## src/rtl/ipc_mbox_pkg.sv

```systemverilog
package ipc_mbox_pkg;

   // Base offsets of the register groups (byte addresses)
   localparam logic [11:0] OFS_REVISION = 12'h000;
   localparam logic [11:0] OFS_MESSAGE  = 12'h040;
   localparam logic [11:0] OFS_FULLFLAG = 12'h080;
   localparam logic [11:0] OFS_LEVEL    = 12'h0C0;
   localparam logic [11:0] OFS_USER     = 12'h104;

   localparam int QUEUE_STRIDE = 4;
   localparam int USER_STRIDE  = 16;

   // Register slots inside one user's window
   typedef enum int {
      USR_STATUS = 0,
      USR_EN_SET = 1,
      USR_EN_CLR = 2
   } user_slot_e;

   function automatic logic [11:0] queue_reg(logic [11:0] base, int m);
      return base + 12'(QUEUE_STRIDE * m);
   endfunction

   function automatic logic [11:0] user_reg(int u, user_slot_e slot);
      return OFS_USER + 12'(USER_STRIDE * u + 4 * int'(slot));
   endfunction

endpackage

```

## src/rtl/ipc_mbox_fifo.sv

```systemverilog
module ipc_mbox_fifo #(
   parameter int DATA_W = 32,
   parameter int DEPTH  = 4,
   localparam int PTR_W = $clog2(DEPTH),
   localparam int LVL_W = $clog2(DEPTH + 1)
) (
   input  logic              clk,
   input  logic              rst_n,
   input  logic              push_req,
   input  logic [DATA_W-1:0] push_data,
   input  logic              pop_req,
   output logic [DATA_W-1:0] head_data,
   output logic [LVL_W-1:0]  level,
   output logic              full,
   output logic              push_ok,
   output logic              nf_event
);

   logic [DATA_W-1:0] store [DEPTH];
   logic [PTR_W-1:0]  wptr_q, rptr_q;
   logic [LVL_W-1:0]  cnt_q;
   logic              pop_ok;

   assign full      = (cnt_q == LVL_W'(DEPTH));
   assign push_ok   = push_req && !full;
   assign pop_ok    = pop_req && (cnt_q != '0);
   assign nf_event  = pop_ok && full;
   assign level     = cnt_q;
   assign head_data = (cnt_q == '0) ? '0 : store[rptr_q];

   always_ff @(posedge clk) begin
      if (!rst_n) begin
         wptr_q <= '0;
         rptr_q <= '0;
         cnt_q  <= '0;
      end else begin
         if (push_ok) wptr_q <= wptr_q + 1'b1;
         if (pop_ok)  rptr_q <= rptr_q + 1'b1;
         case ({push_ok, pop_ok})
            2'b10:   cnt_q <= cnt_q + 1'b1;
            2'b01:   cnt_q <= cnt_q - 1'b1;
            default: cnt_q <= cnt_q;
         endcase
      end
   end

   always_ff @(posedge clk) begin
      if (push_ok) store[wptr_q] <= push_data;
   end

endmodule

```

## src/rtl/ipc_mbox_user_irq.sv

```systemverilog
module ipc_mbox_user_irq #(
   parameter int EV_W = 8
) (
   input  logic            clk,
   input  logic            rst_n,
   input  logic [EV_W-1:0] events,
   input  logic            ack_we,
   input  logic            set_we,
   input  logic            clr_we,
   input  logic [EV_W-1:0] wdata,
   output logic [EV_W-1:0] status,
   output logic [EV_W-1:0] enable,
   output logic            irq
);

   logic [EV_W-1:0] ack_mask;

   assign ack_mask = ack_we ? wdata : '0;

   always_ff @(posedge clk) begin
      if (!rst_n) begin
         status <= '0;
         enable <= '0;
      end else begin
         // a fresh event outranks a simultaneous acknowledge
         status <= (status & ~ack_mask) | events;
         if (set_we)      enable <= enable | wdata;
         else if (clr_we) enable <= enable & ~wdata;
      end
   end

   assign irq = |(status & enable);

endmodule

```

## src/rtl/ipc_mailbox.sv

```systemverilog
module ipc_mailbox #(
   parameter int          NUM_FIFOS = 4,
   parameter int          NUM_USERS = 4,
   parameter int          DEPTH     = 4,
   parameter int          DATA_W    = 32,
   parameter int          ADDR_W    = 12,
   parameter logic [31:0] REVISION  = 32'h0001_0200
) (
   input  logic                 clk,
   input  logic                 rst_n,
   input  logic                 wr_en,
   input  logic [ADDR_W-1:0]    wr_addr,
   input  logic [DATA_W-1:0]    wr_data,
   input  logic                 rd_en,
   input  logic [ADDR_W-1:0]    rd_addr,
   output logic [DATA_W-1:0]    rd_data,
   output logic [NUM_USERS-1:0] irq_o
);
   import ipc_mbox_pkg::*;

   localparam int EV_W  = 2 * NUM_FIFOS;
   localparam int LVL_W = $clog2(DEPTH + 1);
   localparam int TOP_OFS = 16'h104 + 16 * NUM_USERS;

   // elaboration-time parameter checks
   if (NUM_FIFOS < 1 || NUM_FIFOS > 16) begin : g_bad_fifos
      $error("NUM_FIFOS must lie in 1..16");
   end
   if (DEPTH < 2 || (DEPTH & (DEPTH - 1)) != 0) begin : g_bad_depth
      $error("DEPTH must be a power of two, at least 2");
   end
   if (EV_W > DATA_W || DATA_W < 32) begin : g_bad_width
      $error("DATA_W must be at least 32 and hold all event bits");
   end
   if (ADDR_W < 12 || TOP_OFS > (1 << ADDR_W)) begin : g_bad_addr
      $error("ADDR_W too small for the user windows");
   end

   logic [DATA_W-1:0]                fifo_head [NUM_FIFOS];
   logic [NUM_FIFOS-1:0][LVL_W-1:0]  fifo_lvl;
   logic [NUM_FIFOS-1:0]             fifo_full;
   logic [NUM_FIFOS-1:0]             fifo_push_ok;
   logic [NUM_FIFOS-1:0]             fifo_nf_ev;
   logic [EV_W-1:0]                  events;
   logic [NUM_USERS-1:0][EV_W-1:0]   usr_stat;
   logic [NUM_USERS-1:0][EV_W-1:0]   usr_en;
   logic [DATA_W-1:0]                rd_val;

   // ---------------- message queues ----------------
   for (genvar m = 0; m < NUM_FIFOS; m++) begin : g_fifo
      logic push_hit, pop_hit;
      assign push_hit = wr_en && (wr_addr == ADDR_W'(queue_reg(OFS_MESSAGE, m)));
      assign pop_hit  = rd_en && (rd_addr == ADDR_W'(queue_reg(OFS_MESSAGE, m)));

      ipc_mbox_fifo #(
         .DATA_W (DATA_W),
         .DEPTH  (DEPTH)
      ) u_fifo (
         .clk       (clk),
         .rst_n     (rst_n),
         .push_req  (push_hit),
         .push_data (wr_data),
         .pop_req   (pop_hit),
         .head_data (fifo_head[m]),
         .level     (fifo_lvl[m]),
         .full      (fifo_full[m]),
         .push_ok   (fifo_push_ok[m]),
         .nf_event  (fifo_nf_ev[m])
      );

      assign events[2*m]   = fifo_push_ok[m];
      assign events[2*m+1] = fifo_nf_ev[m];
   end

   // ---------------- per-user event registers ----------------
   for (genvar u = 0; u < NUM_USERS; u++) begin : g_user
      logic ack_we, set_we, clr_we;
      assign ack_we = wr_en && (wr_addr == ADDR_W'(user_reg(u, USR_STATUS)));
      assign set_we = wr_en && (wr_addr == ADDR_W'(user_reg(u, USR_EN_SET)));
      assign clr_we = wr_en && (wr_addr == ADDR_W'(user_reg(u, USR_EN_CLR)));

      ipc_mbox_user_irq #(
         .EV_W (EV_W)
      ) u_irq (
         .clk    (clk),
         .rst_n  (rst_n),
         .events (events),
         .ack_we (ack_we),
         .set_we (set_we),
         .clr_we (clr_we),
         .wdata  (wr_data[EV_W-1:0]),
         .status (usr_stat[u]),
         .enable (usr_en[u]),
         .irq    (irq_o[u])
      );
   end

   // ---------------- read path ----------------
   always_comb begin
      rd_val = '0;
      if (rd_addr == ADDR_W'(OFS_REVISION)) rd_val = DATA_W'(REVISION);
      for (int m = 0; m < NUM_FIFOS; m++) begin
         if (rd_addr == ADDR_W'(queue_reg(OFS_MESSAGE, m)))  rd_val = fifo_head[m];
         if (rd_addr == ADDR_W'(queue_reg(OFS_FULLFLAG, m))) rd_val = DATA_W'(fifo_full[m]);
         if (rd_addr == ADDR_W'(queue_reg(OFS_LEVEL, m)))    rd_val = DATA_W'(fifo_lvl[m]);
      end
      for (int u = 0; u < NUM_USERS; u++) begin
         if (rd_addr == ADDR_W'(user_reg(u, USR_STATUS))) rd_val = DATA_W'(usr_stat[u]);
         if (rd_addr == ADDR_W'(user_reg(u, USR_EN_SET)) ||
             rd_addr == ADDR_W'(user_reg(u, USR_EN_CLR)))  rd_val = DATA_W'(usr_en[u]);
      end
   end

   always_ff @(posedge clk) begin
      if (!rst_n) rd_data <= '0;
      else        rd_data <= rd_en ? rd_val : '0;
   end

endmodule

```

## config.mk

```make
export PLATFORM = sky130hd
export DESIGN_NAME = ipc_mailbox
export DESIGN_NICKNAME = d
export VERILOG_FILES = /design/src/rtl/ipc_mbox_pkg.sv /design/src/rtl/ipc_mbox_fifo.sv /design/src/rtl/ipc_mbox_user_irq.sv /design/src/rtl/ipc_mailbox.sv
export SDC_FILE = /design/constraint.sdc
export NUM_CORES = 1
export LEC_CHECK = 0
export ABC_AREA = 1
export BUFFER_PORTS_ARGS = -buffer_cell sky130_fd_sc_hd__buf_2
export CAP_MARGIN = 10
export CORE_MARGIN = 2
export CORE_UTILIZATION = 35
export DETAILED_ROUTE_END_ITERATION = 8
export PLACE_DENSITY = 0.5
export SYNTH_ARGS = -nofsm -noshare
export SYNTH_HDL_FRONTEND = slang
export SYNTH_SLANG_ARGS = --single-unit
export TNS_END_PERCENT = 5
```

## constraint.sdc

```tcl
create_clock -name clk -period 3 [get_ports clk]
set_clock_uncertainty 0.15 [all_clocks]
set_input_delay 0.3 -clock clk [delete_from_list [all_inputs] [get_ports clk]]
set_output_delay 0.3 -clock clk [all_outputs]
set_load 0.1 [all_outputs]
```

==> results of run 1 <==
[worst max-delay path by stage]
stage	startpoint	endpoint	cells after the start
after global placement	rd_addr[1]	g_fifo[3].u_fifo.level[2]$_SDFFE_PN0P_	15
after CTS	g_fifo[1].u_fifo.level[0]$_SDFFE_PN0P_	rd_data[3]$_SDFF_PN0_	14
after detailed placement	rd_addr[1]	g_fifo[3].u_fifo.level[2]$_SDFFE_PN0P_	15
after floorplan	wr_addr[4]	g_fifo[3].u_fifo.store[0][0]$_DFFE_PP_	8
final	g_fifo[1].u_fifo.level[0]$_SDFFE_PN0P_	rd_data[3]$_SDFF_PN0_	14
after global routing	register	rd_data[5]$_SDFF_PN0_	14
[power by group through the flow]
stage / registers [mW] / logic [mW] / clock network, mW
2_1_floorplan: 9.81 / 0.0830 / 0
3_3_place_gp: 9.81 / 0.317 / 0
3_5_place_dp: 9.81 / 0.322 / 0
4_1_cts: 9.62 / 0.352 / 8.89
5_1_grt: 9.61 / 0.374 / 9.22
6_report: 9.62 / 0.349 / 8.69
[sequential cells by signal (all words and copies together), names as in the netlist, named ones only]
name                  count
g_fifo.u_fifo.store     512
g_user.u_irq.status      32
rd_data                  32
g_fifo.u_fifo.level      12
g_fifo.u_fifo.rptr_q      8
g_fifo.u_fifo.wptr_q      8
[area by class of cell]
type                       count  area [um^2]
multi-input combinational   1533         7730
sequential                   644        18000
inverter                     178          673
fill                        7252        44100
clock buffer                  99         2050
tap                          978         1220
timing repair buffer         219         1750
clock inverter                27          273
[cells in the final DEF, fill, tap and decap left out, types with 4 or more instances in the layout]
master / n
sky130_fd_sc_hd__inv_1: 150
sky130_fd_sc_hd__clkinv_2: 10
sky130_fd_sc_hd__nor2_4: 24
sky130_fd_sc_hd__nand2_4: 4
sky130_fd_sc_hd__fa_1: 4
sky130_fd_sc_hd__a21oi_1: 201
sky130_fd_sc_hd__ha_1: 20
sky130_fd_sc_hd__dfxtp_2: 5
sky130_fd_sc_hd__clkbuf_1: 15
sky130_fd_sc_hd__dfxtp_1: 127
sky130_fd_sc_hd__dlygate4sd3_1: 26
sky130_fd_sc_hd__a32o_1: 5
sky130_fd_sc_hd__nand3_1: 55
sky130_fd_sc_hd__buf_2: 95
sky130_fd_sc_hd__nor4_1: 5
sky130_fd_sc_hd__o21a_1: 4
sky130_fd_sc_hd__edfxtp_1: 512
sky130_fd_sc_hd__nor2_1: 304
sky130_fd_sc_hd__a211oi_1: 7
sky130_fd_sc_hd__clkbuf_16: 74
sky130_fd_sc_hd__nor3_1: 30
sky130_fd_sc_hd__a31oi_1: 17
sky130_fd_sc_hd__clkinvlp_4: 4
sky130_fd_sc_hd__buf_12: 22
sky130_fd_sc_hd__nand2_1: 341
sky130_fd_sc_hd__nor2_2: 10
sky130_fd_sc_hd__o21ai_0: 337
sky130_fd_sc_hd__or2_2: 4
sky130_fd_sc_hd__o211ai_1: 21
sky130_fd_sc_hd__bufinv_16: 4
sky130_fd_sc_hd__clkbuf_8: 10
sky130_fd_sc_hd__o21ai_1: 4
sky130_fd_sc_hd__o22ai_1: 81
sky130_fd_sc_hd__inv_2: 21
sky130_fd_sc_hd__clkinv_1: 10
sky130_fd_sc_hd__buf_4: 76
sky130_fd_sc_hd__nand4_1: 11
sky130_fd_sc_hd__a221oi_1: 8
[tightest hold or removal path, cell delays in order]
cell                      delay (ps)
sky130_fd_sc_hd__buf_2           260
sky130_fd_sc_hd__nand2_1         130
sky130_fd_sc_hd__a21oi_1          50
[logic make-up after synthesis]
| logic type | after synthesis | share of synthesized area (%) |
|---|---|---|
| compound gates | 702 | 14.3 |
| simple gates | 807 | 12.8 |
| fa+ha+maj | 24 | 1.23 |
| buf+inv | 295 | 4.43 |
| flops | 644 | 67.2 |
[layer usage]
layer | wire length [um] | share of wire [%]
met1 | 34200 | 42
met2 | 40400 | 50
met3 | 4110 | 5.1
met4 | 1980 | 2.5
met5 | 0 | 0
[synth_stat cells, drive strengths merged]
| cell | n |
|---|---|
| clkinv | 6 |
| buf | 46 |
| nor3 | 33 |
| a41o | 1 |
| and3 | 1 |
| a21oi | 201 |
| or2 | 6 |
| a31o | 1 |
| o221ai | 1 |
| a32o | 5 |
| fa | 4 |
| o211ai | 21 |
| nor4 | 7 |
| a22o | 3 |
| a221oi | 8 |
| clkbuf | 71 |
| nand3b | 1 |
| nand4 | 11 |
| a211oi | 7 |
| a221o | 2 |
| o31ai | 2 |
| nand2 | 348 |
| o21ai | 341 |
| dfxtp | 132 |
| o21bai | 2 |
| nand3 | 59 |
| edfxtp | 512 |
| o22ai | 81 |
| o21a | 4 |
| a22oi | 2 |
| inv | 172 |
| o21ba | 2 |
| a31oi | 17 |
| ha | 20 |
| a21boi | 1 |
| nor2 | 341 |
==> qor.json, run 1 <==
{
  "result_of_the_run": "complete, no violations",
  "worst-slew-pin-transition_ps": 1040,
  "diodes": 0,
  "sequentialPowerShare_pct": 51.5,
  "power.share.switching_pct": 20.6,
  "post_cts.resized_instances": 0,
  "worstPathBufferInverterCount": 2,
  "p_per_area_mw_per_mm2": 588,
  "ys_top_cells_by_area": "sky130_fd_sc_hd__edfxtp_1, sky130_fd_sc_hd__dfxtp_1, sky130_fd_sc_hd__o21ai_0",
  "dpl_worst_slack_ps": 71.7,
  "power.share.clock_pct": 46.6,
  "grt_start_max_net_pins": 55,
  "syn-num-nets": 2556,
  "setup_ws_ps": 367,
  "grtUsageTotal_pct": 20.5,
  "grt_setup_unrepaired": "false",
  "total_negative_slack_for_setup_checks_ps": 0,
  "initialDrtViolationCount": 1540,
  "worst_slew_margin_rel_pct": 30.3,
  "detail_route.first_pass.iterations": 6,
  "detailedPlacementHpwl_um": 53100,
  "report.final.slew_viol_count": 0,
  "finish.net_count": 2729,
  "area_growth_syn_to_layout_pct": 18.3,
  "critical_path_arrival_ps": 2980,
  "synth_largest_area_cell": "sky130_fd_sc_hd__edfxtp_1",
  "critical_path.cell_chain": "inv_1, nand3_1, inv_1, a21oi_1, o21ai_0, nand2_1, o21ai_0, nand2_1, nand2_1, nand3_1, nor2_1, nand4_1, nand3_1, nand2_1",
  "worstPathRequired_ps": 3340,
  "power_mw": 18.7,
  "timing.final.crit_period_ps": 2630,
  "dieHeight_um": 281,
  "antenna_found_initial": 0,
  "fp-row-count": 101,
  "synth.yosys.seq_area_share_pct": 67.2,
  "fp.coreArea_mm2": 0.0758,
  "combPwrFrac_pct": 1.9,
  "timing.rr.end": "rd_data[3]$_SDFF_PN0_",
  "synth_instances": 2472,
  "vias": 19400,
  "global_route.usage.met3_pct": 2.91,
  "placement.io_buffers": 95,
  "io_pins": 96,
  "synth_top_cell_area_share_pct": 57.4,
  "path_clk_slew_ps": 70,
  "setup_viol": 0,
  "r2r_slack_ps": 370,
  "post-route-cell-area_mm2": 0.0317,
  "cp-end-kind": "register",
  "htree_levels": 3,
  "critical-path-top-delay-family": "simple AND/OR/NAND/NOR gates",
  "synth_cell_type_count": 53,
  "switchingPower_mw": 3.84,
  "globalRouteMet1Util_pct": 26.1,
  "place.detailed.instances": 3526,
  "globalplace.congestion": 0.896,
  "critPathMaxFanout": 6,
  "ant_nets": 0,
  "hp-class": "input port to register",
  "synth_area_per_cell_um2": 10.8,
  "number_of_buffers_created_by_cts": 69,
  "slowest_stage": "sky130_fd_sc_hd__inv_1",
  "critical_path_class": "register to register",
  "worst_r2r_startpoint": "g_fifo[1].u_fifo.level[0]$_SDFFE_PN0P_",
  "timing.hold.ws_ps": 46.7,
  "max_freq_ghz": 0.380,
  "finalNonFillerCells": 3678,
  "hp-start": "wr_data[7]",
  "cts_setup_buffers": 0,
  "synth.cell_area_mm2": 0.0268,
  "max_stage_delay_ps": 330,
  "dp_area_mm2": 0.0291,
  "via_count_of_the_first_global_routing_pass": 19300,
  "hold_path_depth": 3,
  "synth.ff_latch_count": 644,
  "start_kind": "register",
  "postCtsHoldBufs": 26,
  "final_layout_size_suffix_gt1_share_pct": 14.3,
  "period_share_pct": 87.8,
  "insertion_delay_ps": 610,
  "tritoncts": "yes",
  "initial_core_util_pct": 35.3,
  "average_routed_wire_per_standard_cell_um": 21.9,
  "finalHoldViolCount": 0,
  "ir_drop_v": 0.000393,
  "p_int_mw": 14.8,
  "clk_root_buffer_cell": "sky130_fd_sc_hd__clkbuf_16",
  "die_ar_mm2": 0.0788,
  "critPathMostFrequentCell": "sky130_fd_sc_hd__nand2_1",
  "r2r_cells": 14,
  "global_route.overflow_total": 0,
  "fin_util_pct": 41.8,
  "clock_sink_count": 644,
  "grt_pass1_wl_um": 121000,
  "ys.warnings.count": 0,
  "leakage_nw": 11.1,
  "grt.met2_usage_pct": 36.1,
  "clock_path_buffers": 3,
  "dieWidth_um": 281,
  "maxCapViolCount": 0,
  "grt_busiest_layer": "met2",
  "vias_per_cell": 5.27,
  "routed_wl_um": 80700,
  "drcViolationCount": 0
}
Note: power is estimated with default switching activity, not from simulation.
==> inputs of run 2 (changes only) <==
--- a/config.mk
+++ b/config.mk
@@ -12,6 +12,7 @@
 export CORE_UTILIZATION = 35
 export DETAILED_ROUTE_END_ITERATION = 8
 export PLACE_DENSITY = 0.5
+export RECOVER_POWER = 50
 export SYNTH_ARGS = -nofsm -noshare
 export SYNTH_HDL_FRONTEND = slang
 export SYNTH_SLANG_ARGS = --single-unit
==> qor.json, run 2 (synthesis gave the netlist of run 1 again) <==
{
  "dieHeight_um": 281,
  "initialDrtViolationCount": 1602,
  "report.final.slew_viol_count": 84,
  "path_clk_slew_ps": 70,
  "critical_path_arrival_ps": 3000,
  "critical_path.cell_chain": "inv_1, nand3_1, inv_1, a21oi_1, o21ai_0, nand2_1, o21ai_0, nand2_1, nand2_1, nand3_1, nor2_1, nand4_1, nand3_1, nand2_1",
  "p_per_area_mw_per_mm2": 591,
  "cts_setup_buffers": 0,
  "drcViolationCount": 0,
  "area_growth_syn_to_layout_pct": 17.8,
  "r2r_cells": 14,
  "grt_pass1_wl_um": 121000,
  "setup_viol": 0,
  "globalplace.congestion": 0.896,
  "finish.net_count": 2729,
  "vias_per_cell": 5.28,
  "worstPathRequired_ps": 3350,
  "top_register": "g_fifo.u_fifo.store",
  "average_routed_wire_per_standard_cell_um": 21.9,
  "hp-start": "wr_addr[4]",
  "ir_drop_v": 0.000394,
  "grt_start_max_net_pins": 55,
  "leakage_nw": 10.9,
  "initial_core_util_pct": 35.3,
  "timing.rr.end": "rd_data[3]$_SDFF_PN0_",
  "timing.final.crit_period_ps": 2660,
  "max_stage_delay_ps": 340,
  "maxCapViolCount": 3,
  "total_negative_slack_for_setup_checks_ps": 0,
  "htree_levels": 3,
  "final_layout_size_suffix_gt1_share_pct": 11.9,
  "placement.io_buffers": 95,
  "finalNonFillerCells": 3678,
  "worst-slew-pin-transition_ps": 1600,
  "fp.coreArea_mm2": 0.0758,
  "critPathMaxFanout": 6,
  "hp-class": "input port to register",
  "largest_registers": "g_fifo.u_fifo.store: 512 flops, g_user.u_irq.status: 32 flops, rd_data: 32 flops",
  "post_cts.resized_instances": 0,
  "cp-end-kind": "register",
  "via_count_of_the_first_global_routing_pass": 19300,
  "grtUsageTotal_pct": 20.5,
  "hold_path_depth": 5,
  "worst_r2r_startpoint": "g_fifo[1].u_fifo.level[0]$_SDFFE_PN0P_",
  "vias": 19400,
  "number_of_flip_flops_in_the_largest_register": 512,
  "diodes": 0,
  "dieWidth_um": 281,
  "ant_nets": 0,
  "antenna_found_initial": 0,
  "postCtsHoldBufs": 26,
  "failed_checks": "capacitance limit, slew limit",
  "most-common-layout-cells": "sky130_fd_sc_hd__edfxtp_1, sky130_fd_sc_hd__nand2_1, sky130_fd_sc_hd__o21ai_0",
  "worst_slew_margin_rel_pct": -6.94,
  "detail_route.first_pass.iterations": 6,
  "r2r_slack_ps": 340,
  "clk_root_buffer_cell": "sky130_fd_sc_hd__clkbuf_16",
  "die_ar_mm2": 0.0788,
  "critPathMostFrequentCell": "sky130_fd_sc_hd__nand2_1",
  "place.detailed.instances": 3526,
  "tritoncts": "yes",
  "finalHoldViolCount": 0,
  "insertion_delay_ps": 610,
  "fill_cells": 7282,
  "global_route.overflow_total": 0,
  "number_of_buffers_created_by_cts": 69,
  "io_pins": 96,
  "grt_setup_unrepaired": "false",
  "fp-row-count": 101,
  "max_freq_ghz": 0.376,
  "critical_path_class": "register to register",
  "clock_sink_count": 644,
  "slowest_stage": "sky130_fd_sc_hd__inv_1",
  "start_kind": "register",
  "result_of_the_run": "finished with violations",
  "final_common_cell": "sky130_fd_sc_hd__edfxtp_1",
  "detailedPlacementHpwl_um": 53100,
  "clock_path_buffers": 3,
  "period_share_pct": 88.5,
  "routed_wl_um": 80700
}
## run 2: cell count changes in the layout (fill, tap and decap cells not counted), sizes merged
cell	delta
clkbuf	+63
buf	-63
## run 2: worst max-delay path: cells and delay by family, from the launching register on
kind	cells	cell delay, ps
simple gates	9	1040
compound gates	3	570
buf+inv	2	480
flops	1	310
## run 2: cell type report
cell class | instances | area, um^2 | share of cell area, %
tap | 978 | 1220 | 3.87
multi-input combinational | 1533 | 7720 | 24.4
sequential | 644 | 18000 | 57.1
timing repair buffer | 219 | 1630 | 5.15
clock inverter | 27 | 273 | 0.864
clock buffer | 99 | 2050 | 6.48
inverter | 178 | 673 | 2.13
## run 2: layer usage
| layer | wire length, um | track usage (%) | vias to the layer above |
|---|---|---|---|
| met5 | 0 | 0 | - |
| met4 | 1980 | 6.01 | 0 |
| met3 | 3870 | 2.91 | 136 |
| met2 | 40300 | 36.1 | 571 |
| met1 | 34500 | 26.1 | 9616 |
| li1 | - | - | 9110 |
## run 2: through the flow
stage	power, mW	util, %	hold slack [ps]	setup slack [ps]	instance area [um^2]
6_report	18.7	41.7	62.0	344	31600
5_1_grt	19.2	41.7	62.4	67.6	31600
4_1_cts	18.9	41.8	20.0	332	31700
3_5_place_dp	10.1	38.4	304	71.7	29100
3_3_place_gp	10.1	38.4	313	12.5	29100
2_1_floorplan	9.90	-	249	-232	26800
## run 2: where the power goes
part           switching [mW]  internal, mW  leakage, nW  total, mW
registers            0.000180          9.62         5.66       9.62
logic                   0.264        0.0718         4.12      0.336
clock network            3.57          5.12         1.13       8.69
## run 2: worst max-delay path by stage
stage                                      startpoint                                     end  depth (start not counted)
3_3_place_gp                               rd_addr[1]  g_fifo[3].u_fifo.level[2]$_SDFFE_PN0P_                         15
2_1_floorplan                              wr_addr[4]  g_fifo[3].u_fifo.store[0][0]$_DFFE_PP_                          8
3_5_place_dp                               rd_addr[1]  g_fifo[3].u_fifo.level[2]$_SDFFE_PN0P_                         15
5_1_grt                                      register                   rd_data[5]$_SDFF_PN0_                         14
6_report       g_fifo[1].u_fifo.level[0]$_SDFFE_PN0P_                   rd_data[3]$_SDFF_PN0_                         14
4_1_cts        g_fifo[1].u_fifo.level[0]$_SDFFE_PN0P_                   rd_data[3]$_SDFF_PN0_                         14
